<file path="src/rtl/nand_cyc_pkg.sv">
package nand_cyc_pkg;

    typedef enum logic [1:0] {
        KIND_CMD  = 2'd0,
        KIND_ADDR = 2'd1,
        KIND_WR   = 2'd2,
        KIND_RD   = 2'd3
    } cyc_kind_e;

    typedef enum logic [1:0] {
        PH_IDLE  = 2'd0,
        PH_SETUP = 2'd1,
        PH_LOW   = 2'd2,
        PH_HIGH  = 2'd3
    } cyc_phase_e;

endpackage

</file>
<file path="src/rtl/nand_gap_calc.sv">
module nand_gap_calc
    import nand_cyc_pkg::*;
#(
    parameter int CNT_W = 8,
    parameter int ADR_W = 7
) (
    input  logic             last_valid,
    input  cyc_kind_e        last_kind,
    input  cyc_kind_e        new_kind,
    input  logic             old_rev,
    input  logic [CNT_W-1:0] cs_cnt,
    input  logic [CNT_W-1:0] we2re_cnt,
    input  logic [CNT_W-1:0] re2we_cnt,
    input  logic [CNT_W-1:0] re2re_cnt,
    input  logic [ADR_W-1:0] adr2dat_cnt,
    output logic [CNT_W-1:0] wait_cnt
);

    function automatic logic [CNT_W-1:0] at_least_one(input logic [CNT_W-1:0] v);
        return (v == '0) ? CNT_W'(1) : v;
    endfunction

    function automatic logic [CNT_W-1:0] larger(input logic [CNT_W-1:0] a,
                                                input logic [CNT_W-1:0] b);
        return (a > b) ? a : b;
    endfunction

    logic [ADR_W-1:0] adr_masked;
    logic             prev_we;
    logic             prev_rd;
    logic             new_rd;
    logic             new_data;

    always_comb begin
        adr_masked = adr2dat_cnt;
        if (old_rev) begin
            adr_masked[ADR_W-1] = 1'b0;
        end
        prev_we  = last_valid && (last_kind != KIND_RD);
        prev_rd  = last_valid && (last_kind == KIND_RD);
        new_rd   = (new_kind == KIND_RD);
        new_data = (new_kind == KIND_RD) || (new_kind == KIND_WR);

        wait_cnt = at_least_one(cs_cnt);
        if (prev_we && new_rd) begin
            wait_cnt = larger(wait_cnt, at_least_one(we2re_cnt));
        end
        if (prev_rd && !new_rd) begin
            wait_cnt = larger(wait_cnt, at_least_one(re2we_cnt));
        end
        if (prev_rd && new_rd) begin
            wait_cnt = larger(wait_cnt, at_least_one(re2re_cnt));
        end
        if (last_valid && (last_kind == KIND_ADDR) && new_data) begin
            wait_cnt = larger(wait_cnt, at_least_one(CNT_W'(adr_masked)));
        end
    end

endmodule

</file>
<file path="src/rtl/nand_data_pack.sv">
module nand_data_pack
    import nand_cyc_pkg::*;
#(
    parameter int DQ_W   = 16,
    parameter int HOST_W = 32
) (
    input  logic              wide,
    input  cyc_kind_e         kind,
    input  logic [7:0]        lo_byte,
    input  logic [7:0]        hi_byte,
    input  logic [DQ_W-1:0]   dq_in,
    output logic [DQ_W-1:0]   dq_word,
    output logic [HOST_W-1:0] host_word
);

    localparam int HALF = HOST_W / 2;

    always_comb begin
        dq_word = '0;
        dq_word[7:0] = lo_byte;
        if (wide && (kind == KIND_WR)) begin
            dq_word[15:8] = hi_byte;
        end
    end

    always_comb begin
        host_word = '0;
        host_word[7:0] = dq_in[7:0];
        if (wide) begin
            host_word[HALF+7:HALF] = dq_in[15:8];
        end
    end

endmodule

</file>
<file path="src/rtl/nand_cycle_gen.sv">
module nand_cycle_gen
    import nand_cyc_pkg::*;
#(
    parameter int CNT_W  = 8,
    parameter int ADR_W  = 7,
    parameter int DQ_W   = 16,
    parameter int HOST_W = 32
) (
    input  logic              clk,
    input  logic              rst_n,
    input  logic              bus16,
    input  logic              old_rev,
    input  logic [CNT_W-1:0]  cfg_lo,
    input  logic [CNT_W-1:0]  cfg_hi,
    input  logic [CNT_W-1:0]  cfg_acc,
    input  logic [CNT_W-1:0]  cfg_we2re,
    input  logic [CNT_W-1:0]  cfg_re2we,
    input  logic [CNT_W-1:0]  cfg_re2re,
    input  logic [ADR_W-1:0]  cfg_adr2dat,
    input  logic [CNT_W-1:0]  cfg_cs,
    input  logic              req_valid,
    input  logic [1:0]        req_kind,
    input  logic [HOST_W-1:0] req_wdata,
    output logic              req_ready,
    output logic              req_done,
    output logic [HOST_W-1:0] req_rdata,
    output logic              nand_ce_n,
    output logic              nand_cle,
    output logic              nand_ale,
    output logic              nand_we_n,
    output logic              nand_re_n,
    output logic [DQ_W-1:0]   nand_dq_out,
    output logic              nand_dq_oe,
    input  logic [DQ_W-1:0]   nand_dq_in
);

    localparam int SC_W = CNT_W + 1;
    localparam int HALF = HOST_W / 2;

    typedef struct packed {
        cyc_phase_e        phase;
        cyc_kind_e         kind;
        logic              wide;
        logic [DQ_W-1:0]   dq;
        logic [CNT_W-1:0]  cnt;
        logic [SC_W-1:0]   sc;
        logic              done;
        logic [HOST_W-1:0] rdata;
        logic              last_valid;
        cyc_kind_e         last_kind;
    } seq_state_t;

    seq_state_t s_d, s_q;

    function automatic logic [CNT_W-1:0] at_least_one(input logic [CNT_W-1:0] v);
        return (v == '0) ? CNT_W'(1) : v;
    endfunction

    cyc_kind_e         new_kind;
    logic [CNT_W-1:0]  wait_cnt;
    logic [DQ_W-1:0]   wr_word;
    logic [HOST_W-1:0] rd_word;
    logic [CNT_W-1:0]  lo_e, hi_e, acc_e;
    logic [SC_W-1:0]   strobe_len, cap_at;
    logic              unused_rsvd;

    assign new_kind    = cyc_kind_e'(req_kind);
    assign unused_rsvd = ^{req_wdata[HOST_W-1:HALF+8], req_wdata[HALF-1:8]};

    nand_gap_calc #(.CNT_W(CNT_W), .ADR_W(ADR_W)) i_gap (
        .last_valid (s_q.last_valid),
        .last_kind  (s_q.last_kind),
        .new_kind   (new_kind),
        .old_rev    (old_rev),
        .cs_cnt     (cfg_cs),
        .we2re_cnt  (cfg_we2re),
        .re2we_cnt  (cfg_re2we),
        .re2re_cnt  (cfg_re2re),
        .adr2dat_cnt(cfg_adr2dat),
        .wait_cnt   (wait_cnt)
    );

    nand_data_pack #(.DQ_W(DQ_W), .HOST_W(HOST_W)) i_pack (
        .wide     (s_q.phase == PH_IDLE ? bus16 : s_q.wide),
        .kind     (new_kind),
        .lo_byte  (req_wdata[7:0]),
        .hi_byte  (req_wdata[HALF+7:HALF]),
        .dq_in    (nand_dq_in),
        .dq_word  (wr_word),
        .host_word(rd_word)
    );

    always_comb begin
        lo_e       = at_least_one(cfg_lo);
        hi_e       = at_least_one(cfg_hi);
        acc_e      = at_least_one(cfg_acc);
        strobe_len = {1'b0, lo_e} + {1'b0, hi_e};
        cap_at     = ({1'b0, acc_e} < strobe_len) ? {1'b0, acc_e} : strobe_len;
    end

    always_comb begin
        s_d      = s_q;
        s_d.done = 1'b0;
        unique case (s_q.phase)
            PH_IDLE: begin
                if (req_valid) begin
                    s_d.phase = PH_SETUP;
                    s_d.kind  = new_kind;
                    s_d.wide  = bus16;
                    s_d.dq    = wr_word;
                    s_d.cnt   = wait_cnt - CNT_W'(1);
                end
            end
            PH_SETUP: begin
                if (s_q.cnt == '0) begin
                    s_d.phase = PH_LOW;
                    s_d.cnt   = lo_e - CNT_W'(1);
                    s_d.sc    = '0;
                end else begin
                    s_d.cnt = s_q.cnt - CNT_W'(1);
                end
            end
            PH_LOW, PH_HIGH: begin
                if ((s_q.kind == KIND_RD) && (s_q.sc == cap_at - SC_W'(1))) begin
                    s_d.rdata = rd_word;
                end
                s_d.sc = s_q.sc + SC_W'(1);
                if (s_q.cnt != '0) begin
                    s_d.cnt = s_q.cnt - CNT_W'(1);
                end else if (s_q.phase == PH_LOW) begin
                    s_d.phase = PH_HIGH;
                    s_d.cnt   = hi_e - CNT_W'(1);
                end else begin
                    s_d.phase      = PH_IDLE;
                    s_d.done       = 1'b1;
                    s_d.last_valid = 1'b1;
                    s_d.last_kind  = s_q.kind;
                end
            end
            default: s_d.phase = PH_IDLE;
        endcase
    end

    always_ff @(posedge clk or negedge rst_n) begin
        if (!rst_n) begin
            s_q <= '{phase: PH_IDLE, kind: KIND_CMD, wide: 1'b0, dq: '0, cnt: '0,
                     sc: '0, done: 1'b0, rdata: '0, last_valid: 1'b0,
                     last_kind: KIND_CMD};
        end else begin
            s_q <= s_d;
        end
    end

    always_comb begin
        req_ready   = (s_q.phase == PH_IDLE);
        req_done    = s_q.done;
        req_rdata   = s_q.rdata;
        nand_ce_n   = (s_q.phase == PH_IDLE);
        nand_cle    = !nand_ce_n && (s_q.kind == KIND_CMD);
        nand_ale    = !nand_ce_n && (s_q.kind == KIND_ADDR);
        nand_we_n   = !((s_q.phase == PH_LOW) && (s_q.kind != KIND_RD));
        nand_re_n   = !((s_q.phase == PH_LOW) && (s_q.kind == KIND_RD));
        nand_dq_oe  = ((s_q.phase == PH_LOW) || (s_q.phase == PH_HIGH)) &&
                      (s_q.kind != KIND_RD);
        nand_dq_out = s_q.dq;
    end

    assert_idle_quiet_R1: assert property (@(posedge clk) disable iff (!rst_n)
        nand_ce_n |-> (nand_we_n && nand_re_n && !nand_dq_oe && !nand_cle && !nand_ale));

    assert_done_after_high_R3: assert property (@(posedge clk) disable iff (!rst_n)
        req_done |-> $past(s_q.phase == PH_HIGH));

    assert_one_latch_R4: assert property (@(posedge clk) disable iff (!rst_n)
        !(nand_cle && nand_ale));

    assert_one_strobe_R4: assert property (@(posedge clk) disable iff (!rst_n)
        !(!nand_we_n && !nand_re_n));

    assert_rdata_only_in_read_R5: assert property (@(posedge clk) disable iff (!rst_n)
        !$stable(req_rdata) |-> $past(s_q.kind == KIND_RD &&
                                      (s_q.phase == PH_LOW || s_q.phase == PH_HIGH)));

    assert_ce_before_we_R8: assert property (@(posedge clk) disable iff (!rst_n)
        $fell(nand_we_n) |-> $past(!nand_ce_n));

    assert_ce_before_re_R8: assert property (@(posedge clk) disable iff (!rst_n)
        $fell(nand_re_n) |-> $past(!nand_ce_n));

    assert_no_drive_on_read_R9: assert property (@(posedge clk) disable iff (!rst_n)
        nand_dq_oe |-> nand_re_n);

endmodule

</file>
<file path="config.mk">
export PLATFORM = sky130hd
export DESIGN_NAME = nand_cycle_gen
export DESIGN_NICKNAME = d
export VERILOG_FILES = /design/src/rtl/nand_cyc_pkg.sv /design/src/rtl/nand_gap_calc.sv /design/src/rtl/nand_data_pack.sv /design/src/rtl/nand_cycle_gen.sv
export SDC_FILE = /design/constraint.sdc
export NUM_CORES = 1
export LEC_CHECK = 0
export BUFFER_PORTS_ARGS = -buffer_cell sky130_fd_sc_hd__clkbuf_2
export CAP_MARGIN = 15
export CORE_ASPECT_RATIO = 0.7
export CORE_MARGIN = 2
export CORE_UTILIZATION = 50
export CTS_BUF_LIST = sky130_fd_sc_hd__clkbuf_8
export DETAILED_ROUTE_END_ITERATION = 10
export PLACE_DENSITY_LB_ADDON = 0.1
export SKIP_CTS_REPAIR_TIMING = 1
export SLEW_MARGIN = 20
export SYNTH_ARGS = -nofsm -noshare
export SYNTH_HDL_FRONTEND = slang
export SYNTH_SLANG_ARGS = --single-unit
</file>
<file path="constraint.sdc">
create_clock -name clk -period 10.5 [get_ports clk]
set_clock_uncertainty 0.2 [all_clocks]
set_input_delay 2.1 -clock clk [delete_from_list [all_inputs] [get_ports clk]]
set_output_delay 2.1 -clock clk [all_outputs]
set_load 0.01 [all_outputs]
</file>
======== Yosys cells after proc, flatten, opt, wreduce, memory -nomap -nowiden ========
Index checks and enable logic that the tools add are counted.
word-level totals
  register bits after elaboration ......... 58
  output and inout port bits .............. 56
operators by class
  add/subtract/negate cells ............... 7
  magnitude comparators ................... 5
  equal/unequal tests ..................... 16
  mux-type cells .......................... 38
  bitwise gates (word level) .............. 2
  reduce and logical (&&, ||, !) cells .... 40
operator list
  cell                 number
  $mux 8               20
  $logic_not 8->1      8
  $mux 36              1
  $gt 8x8->1           4
  $sub 8x1->8 const B  4
  $mux 29              1
  $mux 24              1
  $pmux 8 s3           1
  $mux 9               2
  $pmux 9 s2           1
  $logic_and 1x1->1    14
  $eq 2x2->1 const B   6
  $ne 2x2->1 const B   5
  $add 8x8->9          1
  $add 9x1->9 const B  1
  $eq 9x9->1           1
  $lt 8x9->1           1
  $sub 9x1->9 const B  1
  $reduce_and 2->1     4
  $reduce_bool 8->1    1
  $logic_not 7->1      1
  $mux 7               1
  $eq 2x1->1 const B   3
  $mux 2               3
  other kinds (11)     22

======== Logic depth before layout (Yosys ltp) ========
Gate-level depths: netlist (run 1).
  depth after elaboration ................. 17
  gate-level depth with buffers ........... 48

======== By module ========
From an unflattened synthesis (run 1), not the netlist that was laid out.
unflattened totals
  cells, all modules ...................... 821
  area, all modules ....................... 7327.0 µm²
modules (own cells, without submodules)
  module          times used  cells each  area each (µm²)  sequential area each (µm²)
  nand_cycle_gen  1           554         5282.6           1851.8
  nand_gap_calc   1           217         1659.1           0.0
  nand_data_pack  1           50          385.4            0.0

======== Worst setup path after synthesis (run 1) ========
Ideal clock, no wire load.
  path type ............................... input port to flip-flop
  start ................................... input port cfg_we2re[2]
  end ..................................... register s_q[49] in the netlist's numbering
  arrival time ............................ 10.933 ns
  required time ........................... 10.223 ns
  slack ................................... -0.711 ns
  cell stages on the path ................. 46
  buffers on the path ..................... 4
  cell sequence ........................... nor4_1 -> a41oi_1 -> inv_1 -> ha_1 -> nor2b_1 -> o221ai_1 -> nand4_1 -> a21oi_4 -> mux2_2 -> ha_1 -> a21o_1 -> a21o_1 -> a21oi_1 -> nor3b_1 -> o311ai_2 -> o21ai_1 -> buf_2 -> nor2_1 -> (+10 left out) -> mux2_2 -> ha_1 -> and4_1 -> or3_1 -> a2111oi_0 -> inv_1 -> a211oi_1 -> a221o_1 -> o21ai_2 -> a22o_1 -> buf_2 -> mux2_2 -> ha_1 -> inv_1 -> nor3_1 -> xnor2_1 -> mux2_2 -> o21ai_1
on the way
  longest elaborated chain between the ends .. 17
ends and longest elaborated chain
  element               line                   RTL
  from (decl)           nand_cycle_gen.sv:16   input logic [CNT_W-1:0] cfg_we2re,
  $logic_not 8->1       nand_gap_calc.sv:20    return (v == '0) ? CNT_W'(1) : v;
  $mux 8 (*)            nand_gap_calc.sv:20
  $gt 8x8->1            nand_gap_calc.sv:25    return (a > b) ? a : b;
  $mux 8 (*)            nand_gap_calc.sv:25
  $mux 8 (*)            nand_gap_calc.sv:45    if (prev_we && new_rd) begin
  $gt 8x8->1            nand_gap_calc.sv:25
  $mux 8                nand_gap_calc.sv:25
  $mux 8 (*)            nand_gap_calc.sv:48    if (prev_rd && !new_rd) begin
  $gt 8x8->1            nand_gap_calc.sv:25
  $mux 8                nand_gap_calc.sv:25
  $mux 8 (*)            nand_gap_calc.sv:51    if (prev_rd && new_rd) begin
  $gt 8x8->1            nand_gap_calc.sv:25
  $mux 8                nand_gap_calc.sv:25
  $mux 8 (*)            nand_gap_calc.sv:54    if (last_valid && (last_kind == KIND_ADDR) && new_data) begin
  $sub 8x1->8 (*)       nand_cycle_gen.sv:111  s_d.cnt = wait_cnt - CNT_W'(1);
  $mux 29 (*)           nand_cycle_gen.sv:106  if (req_valid) begin
  $pmux 8 s3 (*)        nand_cycle_gen.sv:104  unique case (s_q.phase)
  to (signal assigned)  nand_cycle_gen.sv:146  s_q <= '{phase: PH_IDLE, kind: KIND_CMD, wide: 1'b0, dq: '0, cnt: '0,
  to (decl)             nand_cycle_gen.sv:53   seq_state_t s_d, s_q;
Every way passes the cells marked *; elsewhere a longest branch is shown, timed or not. The select of a mux whose other input is x is not followed.
A chain may end at the register's enable or synchronous reset.

======== Worst setup path in the final report (run 1) ========
  start ................................... input port cfg_we2re[2]
  end ..................................... register s_q[51] in the netlist's numbering
Same word-level chain as after synthesis.

==> impl_metrics.json, run 1 <==
{
  "numCtsBuffers": 9,
  "combinationalPowerShare": 0.566,
  "antenna_found_initial": 0,
  "cts_buffer_depth": 2,
  "grt_pass1_wl_um": 26800,
  "drive_above_1_share": 0.374,
  "crit_arrival_ps": 10410,
  "status": "finished clean",
  "route.detailed.drc": 0,
  "p_clk_frac": 0.172,
  "synthArstFlopShare": 1.00,
  "via_per_inst": 5.55,
  "dpl.hpwl_um": 13200,
  "n_antenna_cell": 0,
  "slowest_stage": "o41a_1",
  "path_class": "primary input to register",
  "grt.overflow.total": 0,
  "hp-class": "register to register",
  "seqPwrFrac": 0.262,
  "finalCoreUtilization": 0.652,
  "grt_max_degree": 59,
  "switchingPower_mw": 0.581,
  "seq_area_um2": 1450,
  "cts_num_sinks": 58,
  "p_leak_nw": 3.81,
  "initial_core_util": 0.518,
  "drt_pass1_iterations": 5,
  "holdWs_ps": 285,
  "coreArea_um2": 11900,
  "finalNetCount": 1040,
  "dp_cells": 997,
  "multi_input_area_um2": 4390,
  "max-slew-margin-rel": 0.469,
  "worstPathRequired_ps": 10510,
  "setup_tns_ps": 0,
  "track_usage": 0.251,
  "worstMarginPinSlew_ps": 792,
  "netlist_instances": 737,
  "num_rows": 33,
  "finalHoldViolations": 0,
  "synth_flop_cell": "dfrtp_1",
  "die_h_um": 96.7,
  "final_cell_mix": "139 x clkbuf_2, 65 x inv_1, 58 x dfrtp_1, 57 x buf_4, 50 x nor2_1",
  "ys_seq_area_frac": 0.236,
  "period_minus_slack_ps": 10390,
  "synthesis.area_um2": 6140,
  "die_area_um2": 13200,
  "finalSetupViolCount": 0,
  "clk_latency_ps": 340,
  "drt_wl_total_um": 17000,
  "cts_tree": "yes",
  "antenna_left": 0,
  "clock-root-buffer": "clkbuf_8",
  "power_density_nw_per_um2": 175,
  "p_sw_frac": 0.431,
  "gp_congestion": 0.914,
  "avgSynthCellArea_um2": 8.33,
  "boundaryPins": 174,
  "numPortBuffers": 141,
  "fin_area_um2": 7720,
  "n_fill_cell": 989,
  "cp-end-kind": "register",
  "startpoint_type": "primary input",
  "period_share": 0.990,
  "synth.ff_latch_count": 58,
  "p_int_mw": 0.767,
  "fp.dieW_um": 136,
  "stdcell_count": 1033,
  "slew_viol_final": 0,
  "ys_warn_count": 0,
  "max_stage_delay_ps": 470,
  "clk_pin_slew_ps": 80,
  "synth_edf_count": 0,
  "grt_setup_unrepaired": "yes",
  "area_growth_pct": 25.8,
  "cp_max_fo": 7,
  "dpl-instance-area_um2": 6950,
  "maxCapViolCount": 0,
  "vias": 5731,
  "wire_per_inst_um": 16.4,
  "first_iter_violations": 338,
  "synth_cell_type_count": 82,
  "grt_pass1_vias": 5561,
  "vdd_drop_max_uv": 126,
  "max_freq_mhz": 96.2,
  "final_common_cell": "clkbuf_2",
  "htreeDepth": 3
}
==> sequential cells by signal, indices dropped and copies added, names as in the netlist <==
| name | count |
|---|---|
| s_q | 25 |
| nand_dq_out | 16 |
| req_rdata | 16 |
| req_done | 1 |
==> worst max-delay path: cells and delay by family <==
| family | cells | cell delay, ps |
|---|---|---|
| simple gates | 14 | 2880 |
| compound gates | 12 | 2790 |
| fa+ha+maj | 5 | 1140 |
| mux | 3 | 1030 |
| buf+inv | 4 | 450 |
==> power groups by stage <==
stage | Sequential [mW] | Combinational, mW | Clock, mW
6_report | 0.353 | 0.763 | 0.232
5_1_grt | 0.363 | 0.843 | 0.249
3_3_place_gp | 0.350 | 0.685 | 0
3_5_place_dp | 0.354 | 0.707 | 0
4_1_cts | 0.352 | 0.711 | 0.237
2_1_floorplan | 0.337 | 0.548 | 0
==> area by class of cell <==
class                           count  share of cell area
Tap cell                          157              0.0254
Clock inverter                      7              0.0131
Timing Repair Buffer              203               0.156
Multi-Input combinational cell    532               0.569
Sequential cell                    58               0.188
Clock buffer                        9              0.0160
Inverter                           67              0.0329
==> stage by stage <==
step	worst slack, ps	total power, mW
final	109	1.35
after detailed placement	-584	1.06
after floorplan	7.62	0.885
after global placement	-404	1.03
after global routing	-279	1.46
after CTS	-255	1.30
==> cells in the mapped netlist (10+ instances only) <==
cell type  instances  area, µm²
clkbuf_1          40        150
nand2_1           48        180
dfrtp_1           58       1450
o21ai_0           26        130
xor2_1            19        166
mux2i_1           22        220
nor2_1            52        195
a21o_1            10       75.1
a21oi_1           36        180
xnor2_1           28        245
nand3_1           12       60.1
mux2_2            31        349
ha_1              50        626
inv_1             67        251
a22oi_1           10       75.1
buf_4             51        383
nor3_1            21        105
==> kinds of logic (layout without fill, tap and decap cells) <==
family / count (synthesis) / count (layout) / share of synthesized area
muxes: 55 / 55 / 0.0970
and+or+nand+nor: 195 / 195 / 0.162
adders and majority gates: 53 / 53 / 0.109
xor gates and xnor gates: 48 / 48 / 0.0697
AOI/OAI and AO/OA: 164 / 165 / 0.194
DFF: 58 / 58 / 0.236
buffers and inverters: 163 / 286 / 0.132
other: 1 / 16 / 0.000611
==> final timing paths <==
kind | endpoint | cells after the start | startpoint | slack, ps
max | s_q[51]$_DFFE_PN0P_ | 38 | cfg_we2re[2] | 110
min | req_rdata[7]$_DFFE_PN0P_ | 1 | req_rdata[7]$_DFFE_PN0P_ | 290
min in group asynchronous | req_rdata[3]$_DFFE_PN0P_ | 2 | rst_n | 1700
max reg2reg | s_q[51]$_DFFE_PN0P_ | 32 | s_q[0]$_DFFE_PN0P_ | 2280
min reg2reg | req_rdata[7]$_DFFE_PN0P_ | 1 | req_rdata[7]$_DFFE_PN0P_ | 290
max in group asynchronous | req_done$_DFF_PN0_ | 2 | rst_n | 7910
==> per-layer routing <==
layer | wire length [µm] | vias to the layer above | global-route usage | part of all wire
li1 | - | 2793 | - | -
met1 | 8360 | 2698 | 0.379 | 0.49
met2 | 7080 | 224 | 0.363 | 0.42
met3 | 1420 | 16 | 0.0587 | 0.083
met4 | 124 | 0 | 0.0537 | 0.0073
met5 | 0 | - | 0 | 0
No activity file was read; power rests on OpenSTA's default activity.
==> run 2, diff against run 1 <==
- SYNTH_HIERARCHICAL: not set -> 1
==> run 2 against run 1 <==
  * Fmax up 1.8%
  * Combinational power is 4.7% lower
  * Non-clock buffer count up 8
  * First-iteration DRC count increased by 3.0%
  * Utilization decreased by 5.9 points
  * Clock power grew 2%
  * Setup slack better by 180 ps
  * Hold slack improved by 8.6 ps
  * Total power is 2.9% higher
  * Sequential share of layout area up 3.4 points
  * Sequential power grew 20%
==> impl_metrics.json, run 2 <==
{
  "crit_path_frequent_cell": "ha_1",
  "synth.area.mux_share": 0.136,
  "finalCoreUtilization": 0.593,
  "antenna_left": 0,
  "htreeDepth": 3,
  "cts_tree": "yes",
  "maxCapViolCount": 0,
  "fp.dieW_um": 149,
  "gp_congestion": 0.846,
  "startpoint_type": "primary input",
  "ys_seq_area_frac": 0.253,
  "n_antenna_cell": 0,
  "die_h_um": 105,
  "drt_wl_total_um": 17900,
  "slew_viol_final": 0,
  "max-slew-margin-rel": 0.338,
  "finalSetupViolCount": 0,
  "grt_max_degree": 75,
  "p_leak_nw": 4.19,
  "largest_reg_flops": 32,
  "wire_per_inst_um": 16.0,
  "synth_top_family_by_area": "simple AND/OR/NAND/NOR gates",
  "period_share": 0.972,
  "synth_flop_cell": "dfrtp_1",
  "area_growth_pct": 14.1,
  "path_class": "primary input to register",
  "power_density_nw_per_um2": 166,
  "cts_num_sinks": 74,
  "max_freq_mhz": 97.9,
  "synthTopCellsByArea": "dfrtp_1 25%, mux2_2 9.8%, buf_4 8.8%, ha_1 8.7%, inv_1 2.7%",
  "final_common_cell": "clkbuf_2",
  "synth_top_area_cell": "dfrtp_1",
  "via_per_inst": 5.52,
  "clk_pin_slew_ps": 80,
  "highest_layer": "met4",
  "drt_pass1_iterations": 5,
  "vias": 6182,
  "dpl-instance-area_um2": 7870,
  "cp-end-kind": "register",
  "period_minus_slack_ps": 10210,
  "route.detailed.drc": 0,
  "crit_arrival_ps": 10260,
  "synth_cell_type_count": 88,
  "startpoint": "cfg_we2re[6]",
  "coreArea_um2": 14100,
  "grt_pass1_vias": 6103,
  "synthMostInstantiatedCell": "buf_4",
  "netlist_instances": 821,
  "num_rows": 36,
  "clock-root-buffer": "clkbuf_8",
  "p_total_mw": 1.39,
  "grt_setup_unrepaired": "yes",
  "status": "finished clean",
  "fin_area_um2": 8360,
  "path_buf_inv": 6,
  "synthArstFlopShare": 1.00,
  "ys_top_cells_by_count": "86 x buf_4, 74 x dfrtp_1, 64 x mux2_2",
  "stdcell_count": 1119,
  "numCtsBuffers": 9,
  "numPortBuffers": 157,
  "synthXorXnorAreaFrac": 0.0502,
  "vdd_drop_max_uv": 115,
  "cp_max_fo": 6,
  "synth_top_area_share": 0.253,
  "wl_met1_um": 8450,
  "initial_core_util": 0.520,
  "grt_pass1_wl_um": 29100,
  "yosys.area_share.adder": 0.0914,
  "r2r-start": "s_q[1]$_DFFE_PN0P_",
  "max_stage_delay_ps": 400,
  "dp_cells": 1095,
  "wl_met3_um": 1010,
  "drive_above_1_share": 0.377,
  "clk_latency_ps": 350,
  "grt.overflow.total": 0,
  "synth_edf_count": 0,
  "dpl.hpwl_um": 14100,
  "first_iter_violations": 348,
  "boundaryPins": 174,
  "synth_compound_area_frac": 0.150,
  "track_usage": 0.227,
  "final_cell_mix": "156 x clkbuf_2, 74 x dfrtp_1, 59 x mux2_2, 53 x buf_4, 51 x inv_1",
  "min-delay-start": "req_rdata[25]$_DFFE_PN0P_",
  "synth-simple-area-share": 0.171,
  "cts_buffer_depth": 2,
  "finalHoldViolations": 0,
  "hp-class": "register to register",
  "die_area_um2": 15700,
  "routed-wl-met2_um": 8270,
  "worstMarginPinSlew_ps": 992,
  "ys_warn_count": 6,
  "antenna_found_initial": 0,
  "cpLargestDelayFamily": "compound AO/OA/AOI/OAI gates",
  "slowest_stage": "o211ai_1",
  "avgSynthCellArea_um2": 8.92,
  "finalNetCount": 1094,
  "synth.ff_latch_count": 74,
  "worstPathRequired_ps": 10540,
  "synthesis.area_um2": 7330
}
run 2: cell types whose count changed after synthesis, moves of 8 or more:
cell,previous run,this run
a22o_1,9,1
a22oi_1,10,2
a31oi_1,4,14
and2_1,1,11
and4b_1,1,9
buf_4,51,86
dfrtp_1,58,74
inv_1,67,52
mux2_2,31,64
mux2i_1,22,11
nand2_1,48,38
run 2: final cells by class:
class	count	area, µm²
Fill cell	1261	5740
Timing Repair Buffer	211	1210
Clock buffer	9	124
Inverter	52	195
Multi-Input combinational cell	576	4660
Clock inverter	7	82.6
Sequential cell	74	1850
Tap cell	190	238
run 2: layer usage:
| metal | vias to the layer above | global-route usage |
|---|---|---|
| li1 | 3007 | - |
| met1 | 2962 | 0.322 |
| met2 | 195 | 0.366 |
| met3 | 18 | 0.0424 |
| met4 | 0 | 0.0422 |
| met5 | - | 0 |
run 2: report_power, final:
| part | internal [mW] | leakage (nW) | switching (mW) |
|---|---|---|---|
| Combinational | 0.334 | 3.11 | 0.393 |
| Clock | 0.114 | 0.0988 | 0.122 |
| Sequential | 0.354 | 0.985 | 0.0712 |
run 2: logic make-up (layout without fill, tap and decap cells):
logic type / Yosys count / count (layout)
flip-flops: 74 / 74
XOR/XNOR: 42 / 42
buffers and inverters: 186 / 279
adder cells (fa/ha/maj): 53 / 53
AO/OA/AOI/OAI: 151 / 151
AND/OR/NAND/NOR: 226 / 226
multiplexers: 88 / 88
other: 1 / 16
run 2: path summary, 6_finish.rpt:
| kind | endpoint | slack [ps] | depth (start not counted) |
|---|---|---|---|
| worst max-delay path | s_q[51]$_DFFE_PN0P_ | 290 | 44 |
| worst min-delay path | req_rdata[25]$_DFFE_PN0P_ | 290 | 1 |
| worst max register to register | s_q[51]$_DFFE_PN0P_ | 2620 | 38 |
| worst min register to register | req_rdata[25]$_DFFE_PN0P_ | 290 | 1 |
| max in group asynchronous | nand_dq_out[13]$_DFFE_PN0P_ | 7820 | 1 |
| min in group asynchronous | s_q[44]$_DFFE_PN0P_ | 1660 | 1 |
run 2: per-stage QoR:
stage / setup WS [ps] / setup TNS (ps) / hold WS [ps]
6_report: 289 / 0 / 294
5_1_grt: -163 / -549 / 328
4_1_cts: -92.9 / -310 / 303
3_5_place_dp: -440 / -2500 / 284
3_3_place_gp: -270 / -1390 / 270
2_1_floorplan: 35.3 / 0 / 259
